--- config.mk ---
export PLATFORM = sky130hd
export DESIGN_NAME = iq_undersample_det
export DESIGN_NICKNAME = d
export VERILOG_FILES = /design/src/rtl/iqd_pkg.sv /design/src/rtl/iqd_phase_ctrl.sv /design/src/rtl/iqd_sign_fix.sv /design/src/rtl/iqd_combine.sv /design/src/rtl/iq_undersample_det.sv
export SDC_FILE = /design/constraint.sdc
export NUM_CORES = 1
export LEC_CHECK = 0
export BUFFER_PORTS_ARGS = -buffer_cell sky130_fd_sc_hd__buf_4
export CORE_MARGIN = 1
export CORE_UTILIZATION = 30
export DETAILED_ROUTE_END_ITERATION = 10
export HOLD_SLACK_MARGIN = 0.15
export PLACE_DENSITY = 0.55
export SYNTH_ARGS = -nofsm -noshare
export SYNTH_HDL_FRONTEND = slang
export SYNTH_SLANG_ARGS = --single-unit
--- constraint.sdc ---
create_clock -name clk -period 2.6 [get_ports clk]
set_input_delay 0.26 -clock clk [delete_from_list [all_inputs] [get_ports clk]]
set_output_delay 0.26 -clock clk [all_outputs]
set_load 0.005 [all_outputs]
--- src/rtl/iqd_pkg.sv ---
// Shared types and constants for the undersampled IQ detector.
package iqd_pkg;

    // Number of samples per IQ group and width of the group position counter.
    localparam int unsigned GRP_LEN = 4;
    localparam int unsigned PH_W    = $clog2(GRP_LEN);

    // Sampling regime: sign/order sequence of the quadrature samples.
    typedef enum logic {
        REG_FWD = 1'b0,   // +I, +Q, -I, -Q
        REG_REV = 1'b1    // +I, -Q, -I, +Q
    } regime_e;

endpackage

--- src/rtl/iqd_phase_ctrl.sv ---
// Group position tracker.
// Counts accepted samples modulo the group length, restarts on sync, and
// captures the sampling regime at the first sample of each group.
// Assumes sync is only meaningful together with smp_valid.
module iqd_phase_ctrl
    import iqd_pkg::*;
(
    input  logic            clk,
    input  logic            rst_n,
    input  logic            smp_valid,
    input  logic            sync,
    input  logic            regime_sel,
    output logic [PH_W-1:0] ph_cur,     // position of the sample now presented
    output logic [PH_W-1:0] phase_q,    // stored position of the next sample
    output regime_e         regime_q,   // regime in force for this group
    output logic            grp_last    // presented sample completes a group
);

    localparam logic [PH_W-1:0] PH_LAST = PH_W'(GRP_LEN - 1);

    // Position of the current sample: sync forces the start of a group.
    always_comb begin
        ph_cur   = sync ? '0 : phase_q;
        grp_last = smp_valid && (ph_cur == PH_LAST);
    end

    // Advance the position on each accepted sample.
    always_ff @(posedge clk) begin
        if (!rst_n) begin
            phase_q <= '0;
        end else if (smp_valid) begin
            phase_q <= ph_cur + 1'b1;
        end
    end

    // Capture the regime on reset and at each group's first sample.
    always_ff @(posedge clk) begin
        if (!rst_n) begin
            regime_q <= regime_e'(regime_sel);
        end else if (smp_valid && (ph_cur == '0)) begin
            regime_q <= regime_e'(regime_sel);
        end
    end

endmodule

--- src/rtl/iqd_sign_fix.sv ---
// Sign corrector.
// Negates the sample when its group position and the regime call for it.
// The most negative code saturates to the most positive one.
// Assumes the regime only matters at positions 1 and 3.
module iqd_sign_fix
    import iqd_pkg::*;
#(
    parameter int unsigned DW = 14
) (
    input  logic signed [DW-1:0] smp_in,
    input  logic [PH_W-1:0]      ph_cur,
    input  regime_e              regime,
    output logic signed [DW-1:0] smp_fix
);

    localparam logic signed [DW-1:0] MOST_NEG = {1'b1, {(DW-1){1'b0}}};
    localparam logic signed [DW-1:0] MOST_POS = {1'b0, {(DW-1){1'b1}}};

    logic                 do_neg;
    logic signed [DW-1:0] neg_val;

    // Decide whether this position carries a negated component.
    always_comb begin
        unique case (ph_cur)
            2'd0:    do_neg = 1'b0;
            2'd1:    do_neg = (regime == REG_REV);
            2'd2:    do_neg = 1'b1;
            default: do_neg = (regime == REG_FWD);
        endcase
    end

    // Saturating two's-complement negation and selection.
    always_comb begin
        neg_val = (smp_in == MOST_NEG) ? MOST_POS : -smp_in;
        smp_fix = do_neg ? neg_val : smp_in;
    end

endmodule

--- src/rtl/iqd_combine.sv ---
// Group collector and averager.
// Stores the sign-corrected samples of a group by position. One cycle after
// the last sample it registers I and Q as halved sums, sign-extended.
// Assumes OW > DW.
module iqd_combine
    import iqd_pkg::*;
#(
    parameter int unsigned DW = 14,
    parameter int unsigned OW = 16
) (
    input  logic                 clk,
    input  logic                 rst_n,
    input  logic                 smp_valid,
    input  logic [PH_W-1:0]      ph_cur,
    input  logic signed [DW-1:0] smp_fix,
    input  logic                 grp_last,
    output logic                 iq_valid,
    output logic signed [OW-1:0] i_out,
    output logic signed [OW-1:0] q_out
);

    localparam int unsigned EXT = OW - DW;

    logic signed [DW-1:0] slot_q [GRP_LEN];
    logic                 done_q;
    logic signed [DW:0]   sum_i;
    logic signed [DW:0]   sum_q;
    logic signed [DW-1:0] avg_i;
    logic signed [DW-1:0] avg_q;

    // Hold each corrected sample in the slot for its position.
    always_ff @(posedge clk) begin
        if (!rst_n) begin
            for (int k = 0; k < GRP_LEN; k++) slot_q[k] <= '0;
        end else if (smp_valid) begin
            for (int k = 0; k < GRP_LEN; k++) begin
                if (ph_cur == PH_W'(k)) slot_q[k] <= smp_fix;
            end
        end
    end

    // Remember that the group just completed.
    always_ff @(posedge clk) begin
        if (!rst_n) done_q <= 1'b0;
        else        done_q <= grp_last;
    end

    // Halved sums of the in-phase pair and the quadrature pair.
    always_comb begin
        sum_i = {slot_q[0][DW-1], slot_q[0]} + {slot_q[2][DW-1], slot_q[2]};
        sum_q = {slot_q[1][DW-1], slot_q[1]} + {slot_q[3][DW-1], slot_q[3]};
        avg_i = sum_i[DW:1];
        avg_q = sum_q[DW:1];
    end

    // Register the outputs and the strobe.
    always_ff @(posedge clk) begin
        if (!rst_n) begin
            iq_valid <= 1'b0;
            i_out    <= '0;
            q_out    <= '0;
        end else begin
            iq_valid <= done_q;
            if (done_q) begin
                i_out <= {{EXT{avg_i[DW-1]}}, avg_i};
                q_out <= {{EXT{avg_q[DW-1]}}, avg_q};
            end
        end
    end

endmodule

--- src/rtl/iq_undersample_det.sv ---
// Undersampled IQ detector top.
// Tracks the group position, corrects signs per regime and averages each
// group of four samples into one registered I/Q pair with a strobe.
// Assumes one sample per clock at most, flagged by smp_valid.
module iq_undersample_det
    import iqd_pkg::*;
#(
    parameter int unsigned DW = 14,
    parameter int unsigned OW = 16
) (
    input  logic                 clk,
    input  logic                 rst_n,
    input  logic                 smp_valid,
    input  logic signed [DW-1:0] smp_data,
    input  logic                 sync,
    input  logic                 regime_sel,
    output logic                 iq_valid,
    output logic signed [OW-1:0] i_out,
    output logic signed [OW-1:0] q_out
);

    logic [PH_W-1:0]      ph_cur;
    logic [PH_W-1:0]      phase_q;
    regime_e              regime_q;
    logic                 grp_last;
    logic signed [DW-1:0] smp_fix;

    iqd_phase_ctrl u_ctrl (
        .clk        (clk),
        .rst_n      (rst_n),
        .smp_valid  (smp_valid),
        .sync       (sync),
        .regime_sel (regime_sel),
        .ph_cur     (ph_cur),
        .phase_q    (phase_q),
        .regime_q   (regime_q),
        .grp_last   (grp_last)
    );

    iqd_sign_fix #(.DW(DW)) u_fix (
        .smp_in  (smp_data),
        .ph_cur  (ph_cur),
        .regime  (regime_q),
        .smp_fix (smp_fix)
    );

    iqd_combine #(.DW(DW), .OW(OW)) u_comb (
        .clk       (clk),
        .rst_n     (rst_n),
        .smp_valid (smp_valid),
        .ph_cur    (ph_cur),
        .smp_fix   (smp_fix),
        .grp_last  (grp_last),
        .iq_valid  (iq_valid),
        .i_out     (i_out),
        .q_out     (q_out)
    );

endmodule

==> impl_results.md, run 1 <==
* Status: finished clean
* Syn. warnings at 0
* Fin area at roughly 0.006 mm²
* Critical path startpoint category: flip-flop
* CTS tree: done
* Largest net degree at the start of global routing at 26
* Fin crit period at ~2.4 ns
* DRC at 0
* IO Port Bufs at between 50 and 60
* Layout cells sized above 1 at 0.159
* Crit-path slowest cell: or4b_2
* Setup TNS at 0 ns
* PD cells at roughly 570 mW/mm²
* Slew margin rel. at 0.537
* Worst Hold Path Cells at 2
* Die area at about 0.017 mm²
* Via count at 3903
* Layout area overhead at 20.3%
* Max-cap viol count at 0
* H-tree depth at 3
* EDFF count, synth at 57
* Routability cong. at 0.792
* Syn Area/Cell at 9.82 µm²
* Hold_sp: smp_valid
* Fin. Hold Viols at 0
* PnR worst setup slack at between 0.2 and 0.25 ns
* R2R depth at 6
* Worst R2R Start: u_ctrl.phase_q[0]$_SDFFE_PN0P_
* FF+latch count, synth at slightly below 90
* Flop2flop setup slack at 0.21 ns
* Maximum root-to-sink buffer count at 2
* Pins Over Slew Limit at 0
* Vias in the first global route at roughly 3700
* Syn Inst Count at 501
* Nets at about 610
* Core area at 0.0159 mm²
* Ys async rst share at 0
* Sink Count at between 80 and 90
* Die span in y at between 100 and 150 µm
* Final worst-path cycle share at 0.918
* Initial drt markers at roughly 250
* ANT nets after route at 0
* Worst VDD drop at around 370 µV
* Initial Utilization at 0.309
* Yosys cell types at between 50 and 60
* DR vias/cell at 5.02
* Critical Path AT at between 2 and 2.5 ns
* WHS Endpoint: u_ctrl.phase_q[0]$_SDFFE_PN0P_
* Setup CP Type: flip-flop to flip-flop
* Ant. Diodes at 0
* Drt pass-1 iters at 5
* Mean routed wirelength per cell at 15.7 µm
* Critical Path, Cell by Cell: nor2b_2 -> ha_1 -> a211oi_1 -> a21o_2 -> or4b_2 -> nor3b_1
* Die width at about 130 µm
* Utilization after layout at 0.371
* Clock skew at between 0.008 and 0.009 ns
* Worst-margin pin slew at about 0.69 ns
* GRT Util Overall at 0.152
* Max Freq at roughly 0.42 GHz
* I/O Pins at 52
* Remaining global-route overflow at 0
* Initial antenna violation count at 0
* Crit path largest cell delay at between 0.7 and 0.8 ns
* # setup viols final at 0
* Ys flop type: edfxtp_1
* Post-Place Worst Slack at 0.0295 ns
* Net Count, Synth at approximately 550
* FP Rows at 46
* RSZ-0062 raised after global routing: false
* Seq/Total Area, Yosys at 0.478
* Post-Syn Area at ~0.005 mm²
* Critical Path Sink Type: flip-flop
* Placed cell area at about 0.0056 mm²
* First-pass GRT wire length at 19.6 mm
* Hpwl dp at between 9 and 10 mm
* Reg2reg end: u_comb.slot_q[0][2]$_SDFFCE_PN0P_
* Clock root buffer master: clkbuf_16
* CP top delay family: simple AND/OR/NAND/NOR gates
* Final wirelength at 12.2 mm
* Clock slew at reported path FFs at 0.06 ns
* Buffers & Inverters on Critical Path at 0
* Crit path required time at around 2.7 ns
* Clock latency on the worst-skew pair at around 0.35 ns
* WP depth at 6
* Hold crit path type: input pin to flip-flop
* Crit path max fanout at 11
* TritonCTS Buffers at 9
* Pleak at 0.00237 µW
[power breakdown]
part	total [µW]	internal, µW	switching (µW)
Clock	1390	832	555
Sequential	1580	1560	24.7
Combinational	434	169	265
Total	3400	2560	845
[synth_stat cells, drive strengths merged (7+ instances only)]
master  instances  area share
nor2           62       0.047
edfxtp         57        0.35
a21oi          43       0.044
dfxtp          32        0.13
ha             32       0.081
nand2          32       0.024
o21ai          30       0.031
nor3           17       0.018
clkbuf         16       0.012
nand3          16       0.016
inv            15       0.011
a21o           12       0.018
o21a           11       0.017
nand3b         10       0.015
or3             9       0.011
nand2b          7      0.0089
[layer usage]
metal,part of all wire,wire length [µm],vias up,track usage
met5,0,0,-,0
met4,0.0088,107,0,0.0499
met3,0.050,609,9,0.0328
met2,0.43,5240,127,0.223
met1,0.51,6210,1784,0.221
li1,-,-,1983,-
[stage by stage]
step	cells	hold WS, ns	power (µW)
after floorplan	501	0.359	1880
after global placement	757	0.436	2030
after detailed placement	757	0.440	2030
after CTS	774	0.186	3410
after global routing	777	0.211	3530
final	777	0.190	3400
[state kept, by name (all words and copies together) (netlist names)]
register / count
u_comb.slot_q: 56
u_ctrl.phase_q: 2
u_comb.i_out: 14
u_comb.q_out: 14
u_comb.iq_valid: 1
u_ctrl.regime_q: 1
u_comb.done_q: 1
[worst reg2reg max path: stages (launching register included)]
cell      delay [ns]
dfxtp_1         0.34
nor2b_2         0.22
ha_1            0.22
a211oi_1        0.11
a21o_2          0.29
or4b_2          0.74
nor3b_1         0.19
[worst max-delay path by stage]
stage / slack (ns) / endpoint / startpoint
4_1_cts: 0.04 / u_comb.slot_q[0][7]$_SDFFCE_PN0P_ / u_ctrl.phase_q[0]$_SDFFE_PN0P_
3_3_place_gp: 0.008 / u_comb.slot_q[0][7]$_SDFFCE_PN0P_ / sync
6_report: 0.21 / u_comb.slot_q[0][2]$_SDFFCE_PN0P_ / u_ctrl.phase_q[0]$_SDFFE_PN0P_
3_5_place_dp: 0.03 / u_comb.slot_q[1][5]$_SDFFCE_PN0P_ / smp_data[0]
2_1_floorplan: 0.31 / u_comb.slot_q[0][7]$_SDFFCE_PN0P_ / u_ctrl.phase_q[0]$_SDFFE_PN0P_
5_1_grt: 0.08 / u_comb.slot_q[2][7]$_SDFFCE_PN0P_ / u_ctrl.phase_q[0]$_SDFFE_PN0P_
[cell type report]
class                           instances  area [µm²]
Inverter                               16        60.1
Timing Repair Buffer                   66         510
Sequential cell                        89        2350
Clock inverter                          7        85.1
Clock buffer                            9         225
Multi-Input combinational cell        374        2410
Tap cell                              216         270
Fill cell                            1589       10000
[what timing repair did]
item,4_1_cts,5_1_grt
buffers inserted,0,3
endpoints found under the hold margin,1,0
setup endpoints to repair,0,37
resized for setup,0,3
hold buffers,1,0
[placed cells by master (no fill, tap or decap), types with 11 or more instances in the layout]
cell type / n
o21a_1: 11
ha_1: 32
inv_1: 15
a21oi_1: 42
edfxtp_1: 57
nand2_1: 32
buf_4: 64
dfxtp_1: 32
a21o_1: 11
nor2_1: 62
nand3_1: 16
nor3_1: 16
o21ai_0: 28
[cell families (layout without fill, tap and decap cells)]
logic type / after synthesis / after routing / synth area share
simple gates: 184 / 184 / 0.186
compound gates: 144 / 144 / 0.191
flops: 89 / 89 / 0.478
buf+inv: 38 / 98 / 0.0323
fa+ha+maj: 34 / 34 / 0.0895
xor+xnor: 6 / 6 / 0.0107
mux: 6 / 6 / 0.0122
Note: power is estimated with default switching activity, not from simulation.
==> run 2, diff against run 1 <==
==> constraint.sdc (replaced) <==
create_clock -name clk -period 2.6 [get_ports clk]
set_input_delay 0.39 -clock clk [delete_from_list [all_inputs] [get_ports clk]]
set_output_delay 0.39 -clock clk [all_outputs]
set_load 0.005 [all_outputs]
==> run 2 against run 1 <==
Against the previous run:
- sequential cell count unchanged
- hold slack improved by 0.030 ns
- sequential share of layout area increased by 0.27 points
- global-route usage increased by 0.090 points
- die area stayed put
- first-iteration DRC count up 30%
- critical path depth unchanged
- worst setup slack improved by 0.027 ns
- critical path type unchanged
- critical endpoint unchanged
- largest power group unchanged
- highest routed layer unchanged
==> impl_results.md, run 2 (synthesis gave the netlist of run 1 again) <==
* Critical path startpoint category: flip-flop
* Regs by FF count: u_comb.slot_q x56, u_comb.i_out x14, u_comb.q_out x14
* Worst R2R Start: u_ctrl.phase_q[0]$_SDFFE_PN0P_
* Max Freq at 0.424 GHz (+1.2%)
* Reg2reg end: u_comb.slot_q[0][2]$_SDFFCE_PN0P_
* Drt pass-1 iters at 5 (unchanged)
* Buffers & Inverters on Critical Path at 0 (unchanged)
* Crit path max fanout at 15 (+4)
* Clock root buffer master: clkbuf_16
* First-pass GRT wire length at 19.6 mm (about the same)
* Routability cong. at 0.805 (+1.6%)
* Worst VDD drop at 328 µV (-11%)
* PD cells at 544 mW/mm² (-5.3%)
* Worst Hold Slack at 0.220 ns (+0.0301 ns)
* Critical Path, Cell by Cell: nor2b_2 -> ha_1 -> a211oi_2 -> a21o_2 -> or4b_2 -> nor3b_1
* PnR worst setup slack at 0.240 ns (+0.0272 ns)
* Vias in the first global route at 3638 (-1.6%)
* M1 WL at 6.34 mm (+2.2%)
* CP top delay family: simple AND/OR/NAND/NOR gates
* CTS tree: done
* DRC at 0 (unchanged)
* Crit path largest cell delay at 0.72 ns (-0.02 ns)
* Top Metal Used: met4
* Hold_sp: regime_sel
* RSZ-0062 raised after global routing: false
* Status: finished clean
* R2R depth at 6 (unchanged)
* Critical Path AT at 2.43 ns (-0.03 ns)
* DR vias/cell at 4.98 (-0.92%)
* FP Rows at 46 (unchanged)
* Met2 WL post-DR at 5.21 mm (-0.59%)
* Worst-margin pin slew at 0.783 ns (+0.0907 ns)
* Layout cells sized above 1 at 0.163 (+0.00477)
* Die span in y at 130 µm (unchanged)
* Setup CP Type: flip-flop to flip-flop
* Clock slew at reported path FFs at 0.06 ns (about the same)
* Crit-path slowest cell: or4b_2
* Initial Utilization at 0.309 (unchanged)
* Hold crit path type: input pin to flip-flop
* Remaining global-route overflow at 0 (unchanged)
* Critical Path Sink Type: flip-flop
* Worst Hold Path Cells at 1 (-1)
* WP depth at 6 (unchanged)
* Largest register FFs at 56 (unchanged)
* Max-cap viol count at 0 (unchanged)
* # setup viols final at 0 (unchanged)
* Largest net degree at the start of global routing at 22 (-15%)
* ANT nets after route at 0 (unchanged)
* GRT Util Overall at 0.153 (+0.000897)
* Clock latency on the worst-skew pair at 0.35 ns (about the same)
* WHS Endpoint: u_ctrl.regime_q$_DFFE_PP_
* Final wirelength at 12.2 mm (+0.70%)
* Via count at 3877 (-0.67%)
* Ant. Diodes at 0 (unchanged)
* Core area at 0.0159 mm² (unchanged)
* Slew margin rel. at 0.474 (-0.0632)
* Nets at 611 (+0.33%)
* Die area at 0.0169 mm² (unchanged)
* Initial antenna violation count at 0 (unchanged)
* Initial drt markers at 323 (+30%)
* Fin. Hold Viols at 0 (unchanged)
* Layout area overhead at 19.5%
* Maximum root-to-sink buffer count at 2 (unchanged)
* Commonest non-fill, non-tap cell in the layout: buf_4
* H-tree depth at 3 (unchanged)
* Flop2flop setup slack at 0.24 ns (+0.03 ns)
* Pins Over Slew Limit at 0 (unchanged)
* Post-Place Worst Slack at -0.0646 ns (-0.0941 ns)
* Metal3 WL at 481 µm (-21%)
* Final worst-path cycle share at 0.908 (-0.0105)
* Most flop-heavy register: u_comb.slot_q
* IO Port Bufs at 51 (unchanged)
* Crit path required time at 2.67 ns (about the same)
* TritonCTS Buffers at 9 (unchanged)
* Most frequent cells in the layout: buf_4, nor2_1, edfxtp_1
* Mean routed wirelength per cell at 15.7 µm (+0.44%)
* Hpwl dp at 9.36 mm (+2.3%)
* Pleak at 0.00235 µW (-0.86%)
* Clock skew at 0.00692 ns (-0.00120 ns)
* I/O Pins at 52 (unchanged)
* Sink Count at 89 (unchanged)
* Fin crit period at 2.36 ns (-0.0272 ns)
* Die width at 130 µm (unchanged)
[run 2: power by group]
| group | total [µW] | internal [µW] | switching [µW] |
|---|---|---|---|
| combinational | 434 | 166 | 268 |
| sequential | 1580 | 1560 | 24.4 |
| clock | 1190 | 641 | 545 |
| total | 3200 | 2360 | 837 |
[run 2: worst max-delay path by stage]
stage                                         startpoint                                 end  slack (ns)
after floorplan                                     sync   u_comb.slot_q[0][7]$_SDFFCE_PN0P_        0.26
after global placement                              sync  u_comb.slot_q[2][11]$_SDFFCE_PN0P_       -0.01
after detailed placement                            sync  u_comb.slot_q[2][10]$_SDFFCE_PN0P_       -0.06
after CTS                 u_ctrl.phase_q[0]$_SDFFE_PN0P_  u_comb.slot_q[2][11]$_SDFFCE_PN0P_        0.08
after global routing      u_ctrl.phase_q[0]$_SDFFE_PN0P_   u_comb.slot_q[1][2]$_SDFFCE_PN0P_        0.09
final                     u_ctrl.phase_q[0]$_SDFFE_PN0P_   u_comb.slot_q[0][2]$_SDFFCE_PN0P_        0.24
[run 2: routing by layer]
layer | up-vias | GRT usage
li1 | 1991 | -
met5 | - | 0
met3 | 14 | 0.0295
met2 | 78 | 0.221
met1 | 1794 | 0.222
met4 | 0 | 0.0657
[run 2: repair_timing]
item	in CTS	in global routing
gates resized for setup	0	4
endpoints found under the setup margin	0	49
endpoints found under the hold margin	0	0
setup buffers	0	1
hold buffers	0	0
[run 2: metrics by stage]
| step | cells | instance area (µm²) | TNS, ns | utilization | power, µW |
|---|---|---|---|---|---|
| 2_1_floorplan | 501 | 4920 | 0 | - | 1880 |
| 3_3_place_gp | 762 | 5590 | -0.0336 | 0.351 | 2040 |
| 3_5_place_dp | 762 | 5590 | -0.681 | 0.351 | 2040 |
| 4_1_cts | 778 | 5860 | 0 | 0.367 | 3230 |
| 5_1_grt | 779 | 5880 | 0 | 0.369 | 3340 |
| 6_report | 779 | 5880 | 0 | 0.369 | 3200 |
[run 2: final cells by class]
class	count	area, µm²
clock buffers	10	229
inverters	16	60.1
multi-input cells	374	2420
well taps	216	270
clock inverters	6	36.3
flip-flops and latches	89	2350
repair buffers	68	510
fillers	1630	10100
